===== config.mk =====
export PLATFORM = sky130hd
export DESIGN_NAME = bar_move_watch
export DESIGN_NICKNAME = d
export VERILOG_FILES = /design/src/rtl/bar_move_watch.sv
export SDC_FILE = /design/constraint.sdc
export NUM_CORES = 2
export LEC_CHECK = 0
export BUFFER_PORTS_ARGS = -buffer_cell sky130_fd_sc_hd__buf_2
export CAP_MARGIN = 20
export CORE_ASPECT_RATIO = 0.75
export CORE_UTILIZATION = 36
export DETAILED_ROUTE_END_ITERATION = 10
export PLACE_DENSITY = 0.55
export SYNTH_ARGS = -nofsm -noshare
export SYNTH_HDL_FRONTEND = slang
export SYNTH_SLANG_ARGS = --single-unit
export TNS_END_PERCENT = 1

===== constraint.sdc =====
create_clock -name clk -period 9.2 [get_ports clk]
set_input_delay 1.84 -clock clk [delete_from_list [all_inputs] [get_ports clk]]
set_output_delay 1.84 -clock clk [all_outputs]
set_load 0.005 [all_outputs]

===== src/rtl/bar_move_watch.sv =====
module bar_move_watch #(
  parameter int NUM_BARS = 6,
  parameter int IDX_W = 10,
  parameter int FIRST_BAR = 4,
  parameter int ROM_IDX = 12,
  parameter logic [31:0] ROM_PROBE_MASK = 32'hFFFF_F800
) (
  input  logic                            clk,
  input  logic                            rst,
  input  logic                            cfg_load,
  input  logic [$clog2(NUM_BARS+1)-1:0]   cfg_slot,
  input  logic [1:0]                      cfg_kind,
  input  logic [31:0]                     cfg_addr,
  input  logic [31:0]                     cfg_size,
  input  logic                            wr_valid,
  input  logic [IDX_W-1:0]                wr_idx,
  input  logic [3:0]                      wr_be,
  input  logic [31:0]                     wr_data,
  input  logic [31:0]                     rf_wr_mask,
  input  logic [31:0]                     rf_lo_data,
  input  logic [31:0]                     rf_lo_mask,
  output logic                            evt_valid,
  output logic [63:0]                     evt_old,
  output logic [63:0]                     evt_new,
  output logic [63:0]                     evt_len,
  output logic [1:0]                      evt_type
);
  localparam int SLOTS = NUM_BARS + 1;
  localparam int SW = $clog2(SLOTS);
  localparam logic [1:0] K_MEM32 = 2'd0;
  localparam logic [1:0] K_IO    = 2'd1;
  localparam logic [1:0] K_MEM64 = 2'd2;
  localparam logic [1:0] K_NONE  = 2'd3;

  logic [31:0] st_addr [SLOTS];
  logic [31:0] st_size [SLOTS];
  logic [1:0]  st_kind [SLOTS];

  wire full_wr = wr_valid && (wr_be == 4'hF);
  wire in_bar  = (wr_idx >= IDX_W'(FIRST_BAR)) && (wr_idx < IDX_W'(FIRST_BAR + NUM_BARS));
  wire in_rom  = (wr_idx == IDX_W'(ROM_IDX));

  wire [SW-1:0] bar_slot = SW'(wr_idx - IDX_W'(FIRST_BAR));
  wire [SW-1:0] slot     = in_rom ? SW'(NUM_BARS) : (in_bar ? bar_slot : '0);
  wire [SW-1:0] lo_slot  = (slot == '0) ? '0 : slot - SW'(1);

  wire [1:0]  cur_kind = st_kind[slot];
  wire [1:0]  lo_kind  = st_kind[lo_slot];
  wire [31:0] nv  = wr_data & rf_wr_mask;
  wire [31:0] ov  = st_addr[slot] & rf_wr_mask;
  wire [31:0] nlo = rf_lo_data & rf_lo_mask;
  wire [31:0] olo = st_addr[lo_slot] & rf_lo_mask;

  wire probe     = (wr_data == 32'hFFFF_FFFF);
  wire rom_probe = ((wr_data & ROM_PROBE_MASK) == ROM_PROBE_MASK);

  wire hit32  = full_wr && in_bar && !probe &&
                (cur_kind == K_MEM32 || cur_kind == K_IO) && (nv != ov);
  wire hit64  = full_wr && in_bar && !probe && (cur_kind == K_NONE) &&
                (slot != '0) && (lo_kind == K_MEM64) && ((nv != ov) || (nlo != olo));
  wire hitrom = full_wr && in_rom && !rom_probe && (cur_kind != K_NONE) && (nv != ov);

  wire [31:0] len32 = ~st_size[slot] + 32'd1;
  wire [63:0] len64 = ~{st_size[slot], st_size[lo_slot]} + 64'd1;

  always_ff @(posedge clk) begin
    if (rst) begin
      evt_valid <= 1'b0;
      evt_old   <= '0;
      evt_new   <= '0;
      evt_len   <= '0;
      evt_type  <= K_MEM32;
      for (int i = 0; i < SLOTS; i++) begin
        st_addr[i] <= '0;
        st_size[i] <= '0;
        st_kind[i] <= K_NONE;
      end
    end else begin
      evt_valid <= hit32 || hit64 || hitrom;
      if (hit32 || hitrom) begin
        evt_old  <= {32'd0, ov};
        evt_new  <= {32'd0, nv};
        evt_len  <= {32'd0, len32};
        evt_type <= hitrom ? K_MEM32 : cur_kind;
        st_addr[slot] <= wr_data;
      end else if (hit64) begin
        evt_old  <= {ov, olo};
        evt_new  <= {nv, nlo};
        evt_len  <= len64;
        evt_type <= K_MEM64;
        st_addr[slot]    <= wr_data;
        st_addr[lo_slot] <= rf_lo_data;
      end
      if (cfg_load && (int'(cfg_slot) < SLOTS)) begin
        st_addr[cfg_slot] <= cfg_addr;
        st_size[cfg_slot] <= cfg_size;
        st_kind[cfg_slot] <= cfg_kind;
      end
    end
  end


  rst_quiet_chk: assert property (@(posedge clk) rst |=> !evt_valid);


  full_only_chk: assert property (@(posedge clk) disable iff (rst)
    evt_valid |-> $past(wr_valid && wr_be == 4'hF));


  probe_quiet_chk: assert property (@(posedge clk) disable iff (rst)
    (wr_valid && in_bar && wr_data == 32'hFFFF_FFFF) |=> !evt_valid);


  moved_chk: assert property (@(posedge clk) disable iff (rst)
    evt_valid |-> (evt_old != evt_new) && (evt_type != K_NONE));


  rom_probe_quiet_chk: assert property (@(posedge clk) disable iff (rst)
    (wr_valid && in_rom && rom_probe) |=> !evt_valid);


  rom_type_chk: assert property (@(posedge clk) disable iff (rst)
    (evt_valid && $past(in_rom)) |-> (evt_type == K_MEM32));


  outside_quiet_chk: assert property (@(posedge clk) disable iff (rst)
    (wr_valid && !in_bar && !in_rom) |=> !evt_valid);
endmodule


# Word level (Yosys, flattened, before mapping)
# Memory sizes are Yosys's and may differ from the RTL's.
# Index checks and enable logic that the tools add are counted.
# totals
reg_bits,195
mem_bits_rw,462
output_inout_bits,195
word_cells,107
n_memories,3
# classes
addsub,4
n_lt_le_gt_ge,3
eq_ne,10
mux,40
bitwise,7
reduce_logical,32
# mem_list
memory,depth,word_bits,read_ports,rd_ports_with_merged_regs,write_ports,line_no,rtl
st_addr,7,32,2,0,7,35,logic [31:0] st_addr [SLOTS];
st_size,7,32,2,0,7,36,logic [31:0] st_size [SLOTS];
st_kind,7,2,2,0,7,37,logic [1:0] st_kind [SLOTS];
# op_table
cell,count
two-way mux 32 bit,11
AND 32 bit,4
OR reduction 32 bit,4
"adder 64 x 1 -> 64 bit, second input constant",1
inequality test 32 bit,2
inverter 64 bit,1
"adder 32 x 1 -> 32 bit, second input constant",1
"== test 32 bit, second input constant",1
inverter 32 bit,1
two-way mux 3 bit,8
"== test 21 bit, second input constant",1
two-way mux 1 bit,17
logical AND 1 bit,15
"== test 10 x 4 -> 1 bit, second input constant",1
"greater-or-equal comparator 10 x 3 -> 1 bit, second input constant",1
"< comparator 10 x 4 -> 1 bit, second input constant",1
two-way mux 2 bit,4
logical OR 1 bit,5
"== test 2 bit, second input constant",2
"== test 4 bit, second input constant",1
OR reduction 2 bit,2
zero test 3 bit,1
"< comparator 3 bit, second input constant",1
nonzero test 3 bit,1
8 further kinds,9

# Depth between registers and ports, before layout
# An unclocked memory read counts as a cell.
# depth
depth_word,18
ltp_mapped,32
depth_no_buf,19

# Worst setup path before layout
# Ideal clock, no wire load.
# synth_path
path_type,input to register
from,input port wr_idx[3]
to,memory st_addr[6][0] (enable)
setup_time_ns,0.472
t_arrival_ns,9.478
setup_slack_ns,-0.750
cell_stages,26
path_buffers,12
cell_sequence,buf_2 > nor2b_1 > nand2_1 > nor2_1 > inv_1 > clkbuf_1 > buf_2 > buf_2 > buf_1 > clkbuf_1 > buf_1 > clkbuf_1 > ha_1 > clkinv_1 > nand2_1 > buf_2 > mux4_2 > xnor2_1 > a221oi_1 > nand4_1 > or3_1 > buf_2 > a2bb2oi_1 > buf_2 > buf_2 > o311ai_1
# synth_lines
item,line_no,rtl
from (decl),16,"input logic [IDX_W-1:0] wr_idx,"
to (decl),35,

# Final worst setup path
# layout_path
from,input port wr_idx[0]
to,register evt_old[4]
# layout_between
elab_chain_len,12
elab_cells_between_ends,40
cone_classes,2 x add/sub; 2 x order compare; 7 x eq/ne; 5 x mux; 2 x bitwise; 20 x reduce/logical; 2 x memory
# layout_rtl
item,line_no,rtl
greater-or-equal comparator 10 x 3 -> 1 bit / < comparator 10 x 4 -> 1 bit (equally long branches),40,wire in_bar = (wr_idx >= IDX_W'(FIRST_BAR)) && (wr_idx < IDX_W'(FIRST_BAR + NUM_BARS));
logical AND 1 bit,40,
two-way mux 3 bit (2 in series),44,wire [SW-1:0] slot = in_rom ? SW'(NUM_BARS) : (in_bar ? bar_slot : '0);
subtractor 3 x 1 -> 3 bit / zero test 3 bit (equally long branches),45,wire [SW-1:0] lo_slot = (slot == '0) ? '0 : slot - SW'(1);
two-way mux 3 bit,45,
memory (7 x 32 bit),n/a,
AND 32 bit,52,wire [31:0] olo = st_addr[lo_slot] & rf_lo_mask;
inequality test 32 bit,60,(slot != '0) && (lo_kind == K_MEM64) && ((nv != ov) || (nlo != olo));
logical OR 1 bit,60,
logical AND 1 bit,60,
nonzero test 2 bit (no line),n/a,
to (signal assigned),81,"evt_old <= {32'd0, ov};"
to (signal assigned),87,"evt_old <= {ov, olo};"
to (decl),23,"output logic [63:0] evt_old,"
# Parallel ways exist; a longest one is shown, timed or not. The select of a mux whose other input is x is not followed.
# A chain may end at the register's enable or synchronous reset.

==> results.tsv <==
metric	value	unit
clock.fmax	120	MHz
async_reset_ff_frac	0	
dp_worst_setup_slack	447	ps
whs	448	ps
final_hold_viol_count	0	
power	8.38	mW
cts_resized	0	
power_density	162	nW/um^2
fin_tns_setup	0	ps
cts_tree	built	
path_clk_slew	60	ps
hold_start	evt_old[8]	
startpoint_type	input port	
final_layout_size_suffix_gt1_frac	0.183	
path_max_fanout	86	
synthCells	4685	
ys_seq_elements	723	
wl_per_cell	36.0	um
synth_cell_types	91	
period_minus_slack	8330	ps
cts_hold_buf	0	
synth-edff-count	494	
grt_pass1_wl	325000	um
rsz0062_at_grt	false	
synth_warnings	0	
place_congestion	1.12	
crit_start	wr_idx[0]	
ant_nets	0	
dr_total_vias	43000	
cp.arrival	8960	ps
globalRoute.totalOverflow	0	
grt_max_degree	107	
postSynthAreaPerCell	9.40	um^2
skew	45.2	ps
start_util	0.365	
area_growth	17.4	%
p_leak	19.2	nW
synth_top_cell_by_area	edfxtp_1	
max_cap_viol_count	0	
die_area	124000	um^2
crit_chain	buf_2 > and4bb_2 > a21o_1 > o21a_1 > inv_1 > ha_1 > clkinv_1 > a21oi_2 > buf_4 > nand3_1 > and3_1 > mux2i_1 > a2111oi_0 > buf_2 > nand4_1 > or3_1 > o31a_2 > buf_4 > buf_4 > nor2b_1 > nor3_1 > a211oi_1	
max_stage_delay	900	ps
io_buffers	409	
worst_slew_pin_slew	1350	ps
numCtsBuffers	83	
grtUsageTotal	0.378	
peakVddDrop	0.152	mV
htreeDepth	3	
critical-path-slowest-cell	a21oi_2	
clk_latency	730	ps
setup.worst_path.end_class	flop	
fp.dieW	406	um
cts_sinks	723	
setup_violations	0	
dr.pass1.iters	8	
synth_area_leaders	edfxtp_1 (34%), dfxtp_1 (10%), mux2i_1 (6.8%), nand2_1 (6.3%), and2_1 (4.7%)	
worstHoldPathType	flop to flop	
synth-main-ff-cell	edfxtp_1	
cts_max_path_buffers	3	
ys_seq_area_frac	0.441	
cp.required	9830	ps
num_rows	110	
fillers	11800	
outcome	completed	
reg2reg_from	st_addr[3][15]	
synth_top_area_frac	0.337	
drtIter0Drc	7827	
root_buffer	clkbuf_16	
slew_headroom	0.103	
syn_area	44000	um^2
critical_path_class	input port to flop	
grt_antenna_before_repair	31	
crit_path_frequent_cell	buf_4	
viasPerCell	6.42	
postCtsSetupBuffers	0	
core	121000	um^2
drv_slew	0	
grt_pass1_vias	38400	
drc_errors	0	
dpl.hpwl	172000	um
setup_ws	872	ps
final_net_count	5215	
timing.final.crit_share	0.905	
ioPinCount	410	
routed_wl	241000	um
die_y	305	um
per-layer routing:
layer  wire length [um]  vias up  track usage
li1                   -    17900            -
met2              88600     3466        0.473
met3              44000      409        0.219
met4               6310       20       0.0928
met1             102000    21200        0.540
met5                237        -      0.00507
power breakdown:
| group | internal (mW) | switching (mW) | total, mW | leakage, nW |
|---|---|---|---|---|
| Sequential | 3.61 | 0.125 | 3.74 | 6.66 |
| Clock | 2.18 | 1.49 | 3.67 | 1.45 |
| Combinational | 0.273 | 0.699 | 0.973 | 11.0 |
layout by cell type, fill, tap and decap left out, drive strengths merged, types with 32 or more instances in the layout:
master / Yosys / layout
nand2: 735 / 735
buf: 138 / 623
edfxtp: 494 / 494
and2: 330 / 330
mux2i: 298 / 298
nand3: 286 / 286
nor2: 244 / 244
dfxtp: 229 / 229
a21oi: 189 / 189
o21ai: 122 / 122
a221o: 118 / 118
clkbuf: 292 / 117
xnor2: 101 / 101
a211oi: 90 / 90
nor3: 77 / 77
a22oi: 70 / 70
nor2b: 58 / 58
xor2: 55 / 55
a31oi: 53 / 53
a21o: 50 / 50
mux4: 49 / 49
a22o: 47 / 47
and3: 45 / 45
a32oi: 41 / 41
o221ai: 41 / 41
a211o: 34 / 34
conb: 1 / 34
o22ai: 32 / 32
nand4: 32 / 32
registers in the layout, summed over array words and instances (netlist names):
signal,cells
evt_len,64
evt_new,64
evt_old,64
evt_type,2
evt_valid,1
st_addr,256
st_kind,16
st_size,256
Yosys cell counts (53+ instances only):
| cell type | instances |
|---|---|
| a22oi_1 | 70 |
| clkbuf_1 | 292 |
| edfxtp_1 | 494 |
| xor2_1 | 55 |
| a31oi_1 | 53 |
| buf_1 | 56 |
| nor2b_1 | 58 |
| and2_1 | 330 |
| mux2i_1 | 298 |
| nand2_1 | 735 |
| a211oi_1 | 89 |
| dfxtp_1 | 229 |
| nor2_1 | 243 |
| nor3_1 | 77 |
| buf_2 | 57 |
| o21ai_0 | 118 |
| a221o_1 | 118 |
| a21oi_1 | 187 |
| xnor2_1 | 101 |
| nand3_1 | 286 |
area by class of cell:
class	instances	area [um^2]	area share
multi-input combinational	3536	23200	0.448
sequential	723	19400	0.376
timing repair buffer	623	3990	0.0772
clock buffer	117	2450	0.0475
tap	1624	2030	0.0393
clock inverter	36	499	0.00965
inverter	29	111	0.00215
antenna	12	30.0	0.000581
worst max-delay path: cells and delay by family:
| family | cells | cell delay [ps] |
|---|---|---|
| AO/OA/AOI/OAI | 6 | 2510 |
| adder cells (fa/ha/maj) | 1 | 270 |
| buffers and inverters | 7 | 2060 |
| multiplexers | 1 | 260 |
| AND/OR/NAND/NOR | 7 | 1950 |
logic make-up after synthesis:
group / share of synthesized area
buf+inv: 0.0436
fa+ha+maj: 0.00114
compound gates: 0.173
mux: 0.0992
flops: 0.441
other cells: 0.0000852
xor+xnor: 0.0310
simple gates: 0.211
through the flow:
stage | instance area (um^2) | util | instances
floorplan | 44200 | - | 4718
global placement | 48700 | 0.403 | 6529
detailed placement | 48700 | 0.403 | 6531
CTS | 51600 | 0.428 | 6684
global route | 51700 | 0.428 | 6698
finish | 51700 | 0.428 | 6700
final timing paths:
| check | cells past startpoint | slack [ps] | to |
|---|---|---|---|
| setup / recovery | 22 | 870 | evt_old[4] |
| hold / removal | 2 | 450 | evt_old[8] |
| setup reg to reg | 14 | 3790 | evt_old[4] |
| hold reg to reg | 2 | 450 | evt_old[8] |
Note: power is estimated with default switching activity, not from simulation.
